===== src/rtl/hs_pkg.sv =====
`timescale 1ns/1ps
package hs_pkg;
  typedef enum logic [2:0] {
    OP_NONE     = 3'd0,
    OP_READ     = 3'd1,
    OP_CLEAR    = 3'd2,
    OP_VALIDATE = 3'd3,
    OP_ACK      = 3'd4
  } hs_op_e;

  typedef struct packed {
    logic dir_in;
    logic en;
  } ep_cfg_t;

  localparam int unsigned STAT_W = 3;
endpackage


===== src/rtl/hs_cfg_seq.sv =====
`timescale 1ns/1ps
module hs_cfg_seq #(
  parameter int unsigned NUM_EP = 16,
  localparam int unsigned IDX_W = $clog2(NUM_EP)
) (
  input  logic             clk_i,
  input  logic             rst_ni,
  input  logic             flush_i,
  input  logic             we_i,
  output logic [IDX_W-1:0] ptr_o
);
  localparam logic [IDX_W-1:0] LAST = IDX_W'(NUM_EP - 1);

  logic [IDX_W-1:0] ptr_q;

  always_ff @(posedge clk_i or negedge rst_ni) begin
    if (!rst_ni)           ptr_q <= '0;
    else if (flush_i)      ptr_q <= '0;
    else if (we_i)         ptr_q <= (ptr_q == LAST) ? '0 : ptr_q + 1'b1;
  end

  assign ptr_o = ptr_q;
endmodule


===== src/rtl/hs_setup_lock.sv =====
`timescale 1ns/1ps
module hs_setup_lock (
  input  logic clk_i,
  input  logic rst_ni,
  input  logic flush_i,
  input  logic setup_i,
  input  logic ack_i,
  output logic lock_o
);
  logic lock_q;

  // a SETUP in the same cycle as an acknowledge wins
  always_ff @(posedge clk_i or negedge rst_ni) begin
    if (!rst_ni)      lock_q <= 1'b0;
    else if (flush_i) lock_q <= 1'b0;
    else if (setup_i) lock_q <= 1'b1;
    else if (ack_i)   lock_q <= 1'b0;
  end

  assign lock_o = lock_q;


  setup_locks_chk: assert property (@(posedge clk_i) disable iff (!rst_ni)
    (setup_i && !flush_i) |=> lock_o);
endmodule


===== src/rtl/hs_ep_cell.sv =====
`timescale 1ns/1ps
module hs_ep_cell
  import hs_pkg::*;
#(
  parameter bit FIXED    = 1'b0,
  parameter bit FIXED_IN = 1'b0
) (
  input  logic    clk_i,
  input  logic    rst_ni,
  input  logic    flush_i,
  input  logic    cfg_wr_i,
  input  ep_cfg_t cfg_data_i,
  input  logic    clear_i,
  input  logic    validate_i,
  input  logic    read_i,
  input  logic    event_i,
  input  logic    setup_i,
  input  logic    flush_in_i,
  output logic    en_o,
  output logic    full_o,
  output logic    int_o,
  output logic    nak_o
);
  logic en_q, dir_q, full_q, int_q;
  logic en, dir_in, accept, cfg_kill;

  assign en       = FIXED ? 1'b1 : en_q;
  assign dir_in   = FIXED ? FIXED_IN : dir_q;
  assign nak_o    = !en || (dir_in ? !full_q : full_q);
  assign accept   = event_i && !nak_o;
  assign cfg_kill = cfg_wr_i && !FIXED && !cfg_data_i.en;

  always_ff @(posedge clk_i or negedge rst_ni) begin
    if (!rst_ni) begin
      en_q  <= 1'b0;
      dir_q <= 1'b0;
    end else if (flush_i) begin
      en_q  <= 1'b0;
      dir_q <= 1'b0;
    end else if (cfg_wr_i && !FIXED) begin
      en_q  <= cfg_data_i.en;
      dir_q <= cfg_data_i.dir_in;
    end
  end

  always_ff @(posedge clk_i or negedge rst_ni) begin
    if (!rst_ni)                           full_q <= 1'b0;
    else if (flush_i || cfg_kill)          full_q <= 1'b0;
    else if (setup_i)                      full_q <= 1'b1;
    else if (flush_in_i)                   full_q <= 1'b0;
    else if (accept)                       full_q <= !dir_in;
    else if (clear_i && en && !dir_in)     full_q <= 1'b0;
    else if (validate_i && en && dir_in)   full_q <= 1'b1;
  end

  always_ff @(posedge clk_i or negedge rst_ni) begin
    if (!rst_ni)                  int_q <= 1'b0;
    else if (flush_i || cfg_kill) int_q <= 1'b0;
    else if (setup_i || accept)   int_q <= 1'b1;
    else if (read_i)              int_q <= 1'b0;
  end

  assign en_o   = en;
  assign full_o = full_q;
  assign int_o  = int_q;


  ev_wins_chk: assert property (@(posedge clk_i) disable iff (!rst_ni)
    (event_i && !nak_o && !flush_i && !cfg_wr_i) |=> int_q);


  off_no_int_chk: assert property (@(posedge clk_i) disable iff (!rst_ni)
    !en |-> !int_q);


  refuse_keeps_buf_chk: assert property (@(posedge clk_i) disable iff (!rst_ni)
    (event_i && nak_o && !flush_i && !cfg_wr_i && !setup_i && !flush_in_i
     && !clear_i && !validate_i) |=> $stable(full_q));
endmodule


===== src/rtl/ep_handshake_ctrl.sv =====
`timescale 1ns/1ps
module ep_handshake_ctrl
  import hs_pkg::*;
#(
  parameter int unsigned NUM_EP = 16,
  localparam int unsigned IDX_W = $clog2(NUM_EP)
) (
  input  logic              clk_i,
  input  logic              rst_ni,
  input  logic              bus_reset_i,
  input  logic              cfg_we_i,
  input  logic [1:0]        cfg_data_i,
  input  logic              cmd_valid_i,
  input  logic [2:0]        cmd_op_i,
  input  logic [IDX_W-1:0]  cmd_ep_i,
  output logic [STAT_W-1:0] status_o,
  input  logic              sie_valid_i,
  input  logic [IDX_W-1:0]  sie_ep_i,
  input  logic              sie_setup_i,
  output logic              nak_o,
  output logic [NUM_EP-1:0] int_o,
  output logic              irq_o
);
  logic [IDX_W-1:0]  cfg_ptr;
  logic              lock;
  logic              setup_ev;
  logic              ack_cmd;
  logic [NUM_EP-1:0] en_v, full_v, int_v, nak_v;

  assign setup_ev = sie_valid_i && sie_setup_i && (sie_ep_i == '0);
  assign ack_cmd  = cmd_valid_i && (cmd_op_i == OP_ACK);

  hs_cfg_seq #(.NUM_EP(NUM_EP)) i_cfg_seq (
    .clk_i   (clk_i),
    .rst_ni  (rst_ni),
    .flush_i (bus_reset_i),
    .we_i    (cfg_we_i),
    .ptr_o   (cfg_ptr)
  );

  hs_setup_lock i_setup_lock (
    .clk_i   (clk_i),
    .rst_ni  (rst_ni),
    .flush_i (bus_reset_i),
    .setup_i (setup_ev),
    .ack_i   (ack_cmd),
    .lock_o  (lock)
  );

  for (genvar g = 0; g < NUM_EP; g++) begin : g_ep
    localparam bit IS_CTRL = (g < 2);
    logic hit, blocked, ev;

    assign hit     = cmd_valid_i && (cmd_ep_i == IDX_W'(g));
    assign blocked = IS_CTRL && lock;
    assign ev      = sie_valid_i && !setup_ev && (sie_ep_i == IDX_W'(g));

    hs_ep_cell #(.FIXED(IS_CTRL), .FIXED_IN(g == 1)) i_cell (
      .clk_i      (clk_i),
      .rst_ni     (rst_ni),
      .flush_i    (bus_reset_i),
      .cfg_wr_i   (cfg_we_i && (cfg_ptr == IDX_W'(g))),
      .cfg_data_i (ep_cfg_t'(cfg_data_i)),
      .clear_i    (hit && (cmd_op_i == OP_CLEAR) && !blocked),
      .validate_i (hit && (cmd_op_i == OP_VALIDATE) && !blocked),
      .read_i     (hit && (cmd_op_i == OP_READ)),
      .event_i    (ev),
      .setup_i    ((g == 0) ? setup_ev : 1'b0),
      .flush_in_i ((g == 1) ? setup_ev : 1'b0),
      .en_o       (en_v[g]),
      .full_o     (full_v[g]),
      .int_o      (int_v[g]),
      .nak_o      (nak_v[g])
    );
  end

  assign status_o = {en_v[cmd_ep_i], int_v[cmd_ep_i], full_v[cmd_ep_i]};
  assign nak_o    = sie_valid_i && !setup_ev && nak_v[sie_ep_i];
  assign int_o    = int_v;
  assign irq_o    = |int_v;


  lock_hold_chk: assert property (@(posedge clk_i) disable iff (!rst_ni)
    lock |-> (full_v[0] && !full_v[1]));


  setup_no_nak_chk: assert property (@(posedge clk_i) disable iff (!rst_ni)
    setup_ev |-> !nak_o);
endmodule


===== config.mk =====
export PLATFORM = sky130hd
export DESIGN_NAME = ep_handshake_ctrl
export DESIGN_NICKNAME = d
export VERILOG_FILES = /design/src/rtl/hs_pkg.sv /design/src/rtl/hs_cfg_seq.sv /design/src/rtl/hs_setup_lock.sv /design/src/rtl/hs_ep_cell.sv /design/src/rtl/ep_handshake_ctrl.sv
export SDC_FILE = /design/constraint.sdc
export NUM_CORES = 1
export LEC_CHECK = 0
export BUFFER_PORTS_ARGS = -buffer_cell sky130_fd_sc_hd__buf_2
export CORE_ASPECT_RATIO = 1.2
export CORE_MARGIN = 3
export CORE_UTILIZATION = 50
export DETAILED_ROUTE_END_ITERATION = 7
export PLACE_DENSITY = 0.8
export SYNTH_ARGS = -nofsm -noshare
export SYNTH_HDL_FRONTEND = slang
export SYNTH_HIERARCHICAL = 1
export SYNTH_SLANG_ARGS = --single-unit

===== constraint.sdc =====
create_clock -name clk_i -period 3.35 [get_ports clk_i]
set_clock_uncertainty 0.05 [all_clocks]
set_input_delay 0.1675 -clock clk_i [delete_from_list [all_inputs] [get_ports clk_i]]
set_output_delay 0.1675 -clock clk_i [all_outputs]
set_load 0.02 [all_outputs]

==> impl_results.md, run 1 <==
- Status: complete, but fails checks
- Failing checks: hold timing
- ANT cells: 0
- MaxCap Viol Count: 0
- ANT nets after route: 0
- Tmin final: 2.31 ns
- Port bufs: 40
- Synthesis warning total: 6
- CP required: 3.13 ns
- Hold Crit Class: in2async
- Setup Total Neg Slack: 0 ns
- Delay-heaviest family, CP: multiplexers
- P_sw: between 0.5 and 0.6 mW
- Die Wd: between 90 and 100 um
- P per Cell Area: approximately 350 nW/um2
- Layout area overhead: 13.7%
- Post-Syn Area per Cell: roughly 9.3 um2
- All-Layer GR Usage: 0.267
- # nets final: around 620
- Max_slew headroom: 0.191
- CP startpoint kind: flop
- CP max stage delay: 0.48 ns
- Post-cts resize count: 0
- Num CTS Buffers: 9
- Final setup fails: 0
- Max Clk Rate: ~430 MHz
- Endpoint type of the worst setup path: output pin
- Hold_ws: -0.0250 ns
- Layout cell share with drive strength beyond 1: 0.152
- Clock Power Share: 0.380
- Clock Pin Slew Worst Setup and Hold Paths: approximately 0.07 ns
- Fillers: 778
- CORE AREA: ~9200 um2
- Count of pins over their slew limit: 0
- Internal: 1.33 mW
- CP arrival: ~2.1 ns
- Final Wtd Congestion: ~0.89
- Most common cell after layout, fill and taps aside: nor2_1
- Clk sinks: 65
- Most frequent cells in the layout: nor2_1 (108), dfrtp_1 (65), conb_1 (47)
- RSZ-0062 raised after global routing: false
- Pleak: 2.27 nW
- Worst skew pair latency: 0.35 ns
- CTS tree: yes
- DRT Pass-1 Iters: 4
- Power share of the sequential group: 0.457
- DPL Wire Length: ~9800 um
- Starting density of the core: 0.518
- Netlist Area Pre-Place: ~4800 um2
- Root Buffer: clkbuf_8
- Post-route DRC: 0
- Final hold violation count: 20
- Full die area: approximately 11000 um2
- Setup Buffers After CTS: 0
- Placed cells: ~700
- DR WL/cell: approximately 19 um
- Total I/O pin count: 41
- Initial DRC Count: 431
- CTS H-tree lvls: 3
- Slowest cell on crit path: mux4_2
- Worst Tran Pin Value: between 1 and 1.5 ns
- Initial antenna violation count: 0
- Post-synthesis cell count: about 510
- Cells along the critical path: xnor2_1 -> nand2_1 -> mux4_2 -> o2111ai_1 -> a21oi_1 -> buf_2
- First-pass GRT wire length: about 22000 um
- Hold Buf Count CTS: 0
- Sw frac: 0.289
- Total gr overflow: 0
- CP Max Fanout: 4
- Fin cells: 719
- Total Routed Length: approximately 14000 um
- Die height: ~110 um
- Worst vdd ir: between 0.00015 and 0.0002 V
- CP Buf/Inv Count: 1
- Crit Path Class: reg2out
- Via Count: 4398
- Largest net degree at the start of global routing: 62
- CTS max path bufs: 2
- Via density: 6.12
- Vias in the first global route: around 4400
- Crit share post-route: 0.690
- Num rows: 38
- Comb power frac: 0.162
==> power by group through the flow <==
stage / clock (mW) / combinational, mW / sequential [mW]
after global routing: 0.746 / 0.327 / 0.858
after global placement: 0 / 0.290 / 0.867
after CTS: 0.719 / 0.299 / 0.854
after detailed placement: 0 / 0.298 / 0.868
after floorplan: 0 / 0.171 / 0.871
final: 0.711 / 0.304 / 0.855
==> final timing paths <==
path,cells past startpoint,from,slack (ns),endpoint
min in group clk_i,4,sie_setup_i,0.10,g_ep[0].i_cell/int_o$_DFFE_PN0P_
max in group asynchronous,2,rst_ni,2.47,g_ep[12].i_cell/dir_in$_DFFE_PN0P_
worst max register to register,5,i_cfg_seq/ptr_o[2]$_DFFE_PN0P_,1.35,g_ep[8].i_cell/en_o$_DFFE_PN0P_
worst min-delay path,1,rst_ni,-0.03,g_ep[11].i_cell/en_o$_DFFE_PN0P_
worst min register to register,1,g_ep[3].i_cell/en_o$_DFFE_PN0P_,0.53,g_ep[3].i_cell/en_o$_DFFE_PN0P_
worst max-delay path,6,g_ep[13].i_cell/dir_in$_DFFE_PN0P_,1.04,nak_o
==> per-stage QoR <==
stage / util / total power, mW / instance area (um2) / worst slack (ns) / hold WS [ns]
2_1_floorplan: - / 1.04 / 4920 / 1.53 / -0.178
3_3_place_gp: 0.566 / 1.16 / 5200 / 1.28 / 0.372
3_5_place_dp: 0.566 / 1.17 / 5200 / 1.18 / 0.393
4_1_cts: 0.589 / 1.87 / 5400 / 1.03 / 0.0102
5_1_grt: 0.589 / 1.93 / 5400 / 0.939 / 0.0453
6_report: 0.589 / 1.87 / 5400 / 1.04 / -0.0250
==> area by class of cell <==
type / instances / area, um2 / area share
clock buffer: 14 / 173 / 0.0320
clock inverter: 2 / 35.0 / 0.00648
inverter: 5 / 18.8 / 0.00347
multi-input combinational: 470 / 3180 / 0.588
sequential: 65 / 1630 / 0.301
tap: 120 / 150 / 0.0278
timing repair buffer: 43 / 223 / 0.0412
==> flip-flops by register name, summed over array words and instances (netlist names) <==
name,cells
g_ep.i_cell/full_o,16
g_ep.i_cell/int_o,16
g_ep.i_cell/en_o,14
i_setup_lock/lock_o,1
g_ep.i_cell/dir_in,14
i_cfg_seq/ptr_o,4
==> routing by layer <==
metal  up-vias  share of wire  GRT usage  wire, um
li1       1991              -          -         -
met2       221           0.49      0.443      6760
met3        63          0.070     0.0565       968
met5         -              0          0         0
met1      2123           0.38      0.311      5240
met4         0          0.056      0.164       771
(Power assumes the default switching activity.)
==> run 2, diff against run 1 <==
==> constraint.sdc (replaced) <==
create_clock -name clk_i -period 2.2 [get_ports clk_i]
set_clock_uncertainty 0.05 [all_clocks]
set_input_delay 0.11 -clock clk_i [delete_from_list [all_inputs] [get_ports clk_i]]
set_output_delay 0.11 -clock clk_i [all_outputs]
set_load 0.02 [all_outputs]
==> run 2 against run 1 <==
- the run ends with setup timing left
- final cell count is 1.4% higher
- non-clock buffer count is 10 higher
- largest cell class unchanged
- largest power group unchanged
- global-route usage is 0.45 points lower
- die area stayed put
==> impl_results.md, run 2 (synthesized netlist as in run 1, its figures left out) <==
- Fillers: roughly 770
- Worst Tran Pin Value: between 0.7 and 0.8 ns
- Worst vdd ir: about 0.00033 V
- Final Wtd Congestion: approximately 0.95
- Met1 Resource Use GR: 0.309
- P per Cell Area: roughly 500 nW/um2
- Tmin final: around 2.2 ns
- Die Wd: between 90 and 100 um
- All-Layer GR Usage: 0.262
- Num rows: 38
- Power share of the sequential group: 0.471
- Internal: 1.93 mW
- Layout area overhead: 16.7%
- CP required: roughly 2.0 ns
- Total gr overflow: 0
- Port bufs: 40
- FF+latch area: 1630 um2
- Post-route setup slack: -0.0110 ns
- CTS H-tree lvls: 3
- Vias in the first global route: 4432
- Most common cell after layout, fill and taps aside: nor2_1
- Die height: between 100 and 150 um
- Total Routed Length: 13600 um
- Root Buffer: clkbuf_8
- Initial antenna violation count: 0
- Num CTS Buffers: 9
- ANT cells: 0
- Worst skew pair latency: roughly 0.36 ns
- Layout cell share with drive strength beyond 1: 0.186
- Hold Crit Class: in2reg
- Status: complete, but fails checks
- Count of pins over their slew limit: 0
- First-pass GRT wire length: between 20000 and 25000 um
- Met2 track demand over resource: 0.433
- Sw frac: 0.303
- Hold_ws: just under 0.05 ns
- Failing checks: setup timing
- Crit share post-route: 1.00
- CP startpoint kind: flop
- CTS max path bufs: 2
- ANT nets after route: 0
- # nets final: ~630
- RSZ-0062 raised after global routing: true
- Max Clk Rate: about 450 MHz
- Clock Power Share: 0.357
- Most frequent cells in the layout: nor2_1 (108), dfrtp_1 (60), conb_1 (47)
- CTS tree: yes
- Full die area: ~11000 um2
- DPL Wire Length: ~9800 um
- Clk sinks: 65
- Final hold violation count: 0
- Final Core Density: 0.605
- Global route hottest layer: met2
- DRT Pass-1 Iters: 5
- CORE AREA: between 9000 and 10000 um2
- Initial DRC Count: approximately 240
- Total Power: roughly 2.8 mW
- Comb power frac: 0.172
- Clock Pin Slew Worst Setup and Hold Paths: around 0.070 ns
- P_sw: between 0.8 and 0.9 mW
- Endpoint type of the worst setup path: output pin
- Largest net degree at the start of global routing: 51
- Multi-input gate area: 3230 um2
- Via Count: 4372
- Starting density of the core: 0.518
- CP Max Fanout: 2
- Post-route DRC: 0
- CP arrival: 2.05 ns
- Max_slew headroom: 0.530
- Met3 usage: 0.0465
- Pleak: about 2.3 nW
- Via density: 6.00
- Total I/O pin count: 41
- MaxCap Viol Count: 0
- DR WL/cell: 18.6 um
- Final setup fails: 1
- Crit Path Class: reg2out
[run 2: changes by cell type in the layout (fill, tap and decap cells not counted), sizes merged]
cell,before,now
bufinv,1,0
buf,43,52
dlygate4sd3,0,1
clkinvlp,0,2
clkbuf,14,13
[run 2: final timing paths]
kind	start	end	slack, ns	depth (start not counted)
max in group asynchronous	rst_ni	g_ep[4].i_cell/dir_in$_DFFE_PN0P_	1.21	3
min in group asynchronous	rst_ni	i_setup_lock/lock_o$_DFFE_PN0P_	0.23	2
min	sie_setup_i	g_ep[0].i_cell/int_o$_DFFE_PN0P_	0.05	4
min reg2reg	g_ep[15].i_cell/en_o$_DFFE_PN0P_	g_ep[15].i_cell/en_o$_DFFE_PN0P_	0.53	1
max	g_ep[13].i_cell/dir_in$_DFFE_PN0P_	nak_o	-0.01	6
max reg2reg	i_cfg_seq/ptr_o[2]$_DFFE_PN0P_	g_ep[3].i_cell/en_o$_DFFE_PN0P_	0.32	5
[run 2: timing repair]
| item | in CTS | in global routing |
|---|---|---|
| setup endpoints to repair | 1 | 1 |
| hold buffers | 1 | 0 |
| setup buffers | 1 | 6 |
| endpoints found under the hold margin | 22 | 0 |
| gates resized for setup | 2 | 10 |
| pin swaps | 1 | 3 |
[run 2: critical path: stages, from the launching register on]
cell and delay (ns):
dfrtp_1 0.41, xnor2_2 0.19, nand2_1 0.12, mux4_2 0.50, o2111ai_2 0.21, a21oi_1 0.10
buf_2 0.17
[run 2: cell type report]
cell class,count,area share
multi-input combinational,470,0.582
sequential,65,0.294
clock buffer,13,0.0304
timing repair buffer,53,0.0586
clock inverter,3,0.00428
inverter,5,0.00338
tap,120,0.0271
[run 2: per-layer routing]
metal | wire length [um] | share of wire | up-vias
met5 | 0 | 0 | -
met4 | 697 | 0.051 | 0
met3 | 710 | 0.052 | 56
met2 | 6780 | 0.50 | 170
met1 | 5380 | 0.40 | 2131
li1 | - | - | 2015
[run 2: per-stage QoR]
stage          setup TNS (ns)  setup slack, ns  area, um2  cells
5_1_grt               -0.0384          -0.0384       5550    729
2_1_floorplan               0            0.441       4920    556
3_5_place_dp                0            0.337       5240    705
4_1_cts                     0          0.00386       5460    723
3_3_place_gp                0            0.343       5240    705
6_report              -0.0110          -0.0110       5550    729
[run 2: power by group through the flow]
stage | logic, mW | registers (mW) | clock network (mW)
after floorplan | 0.261 | 1.33 | 0
after global placement | 0.447 | 1.32 | 0
after detailed placement | 0.454 | 1.32 | 0
after CTS | 0.460 | 1.30 | 1.01
after global routing | 0.514 | 1.31 | 1.06
final | 0.476 | 1.30 | 0.988
==> run 3, diff against run 2 <==
--- a/config.mk
+++ b/config.mk
@@ -6,11 +6,11 @@
 export NUM_CORES = 1
 export LEC_CHECK = 0
 export BUFFER_PORTS_ARGS = -buffer_cell sky130_fd_sc_hd__buf_2
-export CORE_ASPECT_RATIO = 1.2
+export CORE_ASPECT_RATIO = 1.75
 export CORE_MARGIN = 3
-export CORE_UTILIZATION = 50
+export CORE_UTILIZATION = 40
 export DETAILED_ROUTE_END_ITERATION = 7
-export PLACE_DENSITY = 0.8
+export PLACE_DENSITY = 0.68
 export SYNTH_ARGS = -nofsm -noshare
 export SYNTH_HDL_FRONTEND = slang
 export SYNTH_HIERARCHICAL = 1
==> run 3 against run 2 <==
- the flow now finishes without violations
- non-clock buffer count shrank 2
- worst hold slack gained 0.0026 ns
- sequential power is essentially flat
==> impl_results.md, run 3 (synthesized netlist as in run 1, its figures left out) <==
- Status: finished clean
- Total I/O pin count: 41
- DPL Wire Length: roughly 11000 um
- Initial DRC Count: roughly 260
- Initial antenna violation count: 0
- Most common cell after layout, fill and taps aside: nor2_1
- Worst skew pair latency: around 0.34 ns
- Multi-input gate area: between 3000 and 4000 um2
- Hold Crit Class: in2reg
- Worst vdd ir: 0.000379 V
- Final setup fails: 0
- Hold path cells: 4
- P per Cell Area: between 500 and 600 nW/um2
- Total Routed Length: between 10000 and 15000 um
- All-Layer GR Usage: 0.229
- Fillers: between 1000 and 1500
- DR WL/cell: between 15 and 20 um
- Most frequent cells in the layout: nor2_1 (108), dfrtp_1 (59), conb_1 (47)
- First-pass GRT wire length: 23100 um
- Via density: around 6
- Pleak: ~2.4 nW
- CP startpoint kind: flop
- Full die area: 13300 um2
- Placed Area: approximately 5200 um2
- CP arrival: approximately 2 ns
- Clk sinks: 65
- Port bufs: 40
- Setup WS pre-CTS: 0.302 ns
- Endpoint type of the worst setup path: output pin
- Post-route setup slack: approximately 0.030 ns
- CTS H-tree lvls: 3
- Layout cell share with drive strength beyond 1: 0.182
- Max Clk Rate: between 400 and 500 MHz
- Num rows: 52
- Tmin final: approximately 2.2 ns
- Die height: 150 um
- Final hold violation count: 0
- Count of pins over their slew limit: 0
- Total gr overflow: 0
- DRT Pass-1 Iters: 4
- Crit share post-route: 0.986
- Largest net degree at the start of global routing: 67
- Final Core Density: 0.488
- FF+latch area: between 1500 and 2000 um2
- Crit Path Class: reg2out
- Max_slew headroom: 0.492
- Fin area: roughly 5700 um2
- # nets final: between 600 and 700
- CTS max path bufs: 2
- Layout area overhead: 18.9%
- Starting density of the core: 0.410
- CP Max Fanout: 2
- ANT cells: 0
- Post-route DRC: 0
- Setup Total Neg Slack: 0 ns
- Final Wtd Congestion: 0.912
- MaxCap Viol Count: 0
- Vias in the first global route: roughly 4400
- Num CTS Buffers: 9
- Worst Tran Pin Value: about 0.76 ns
- ANT nets after route: 0
- Clock Pin Slew Worst Setup and Hold Paths: about 0.050 ns
- Worst R2R Path Depth: 5
- Via Count: 4367
- Root Buffer: clkbuf_16
- CTS tree: yes
- CP required: between 2 and 2.5 ns
- Die Wd: ~88 um
- RSZ-0062 raised after global routing: true
- CORE AREA: 11600 um2
run 3: final timing paths:
kind / endpoint / start / slack, ns
worst max-delay path: nak_o / g_ep[12].i_cell/dir_in$_DFFE_PN0P_ / 0.03
worst min-delay path: g_ep[0].i_cell/int_o$_DFFE_PN0P_ / sie_setup_i / 0.05
worst max register to register: g_ep[2].i_cell/en_o$_DFFE_PN0P_ / i_cfg_seq/ptr_o[3]$_DFFE_PN0P_ / 0.33
worst min register to register: g_ep[3].i_cell/en_o$_DFFE_PN0P_ / g_ep[3].i_cell/en_o$_DFFE_PN0P_ / 0.53
max in group asynchronous: g_ep[5].i_cell/dir_in$_DFFE_PN0P_ / rst_ni / 1.51
min in group asynchronous: g_ep[11].i_cell/dir_in$_DFFE_PN0P_ / rst_ni / 0.25
run 3: worst max-delay path, cell delays in order, from the launching register on:
cell       delay (ns)
dfrtp_2          0.43
xnor2_2          0.20
nand2_1          0.09
mux4_2           0.50
o2111ai_4        0.23
a21oi_2          0.08
buf_6            0.13
run 3: layout make-up:
cell class,instances,share of cell area
Timing Repair Buffer,51,0.0560
Clock inverter,2,0.00221
Inverter,5,0.00332
Multi-Input combinational cell,470,0.572
Clock buffer,13,0.0478
Sequential cell,65,0.289
Tap cell,135,0.0299
run 3: timing repair:
item,in CTS,in global routing
pin swaps,0,4
endpoints found under the hold margin,65,0
hold buffers,1,0
gates resized for setup,2,13
buffers inserted,0,6
setup endpoints to repair,1,1
run 3: metrics by stage:
stage          std cells  total power, mW  hold slack, ns
6_report             741             3.15          0.0514
5_1_grt              741             3.27          0.0837
4_1_cts              735             3.15          0.0533
3_5_place_dp         719             1.79           0.109
3_3_place_gp         719             1.77           0.102
2_1_floorplan        556             1.59          -0.236
run 3: power by group:
| group | internal [mW] | switching (mW) | leakage, nW |
|---|---|---|---|
| registers | 1.24 | 0.0681 | 0.855 |
| logic | 0.188 | 0.294 | 1.36 |
| clock network | 0.846 | 0.515 | 0.138 |
run 3: per-layer routing:
layer | vias to the layer above | GRT usage | share of wire
li1 | 2014 | - | -
met1 | 2158 | 0.260 | 0.38
met2 | 142 | 0.395 | 0.53
met3 | 53 | 0.0345 | 0.037
met4 | 0 | 0.138 | 0.053
met5 | - | 0 | 0
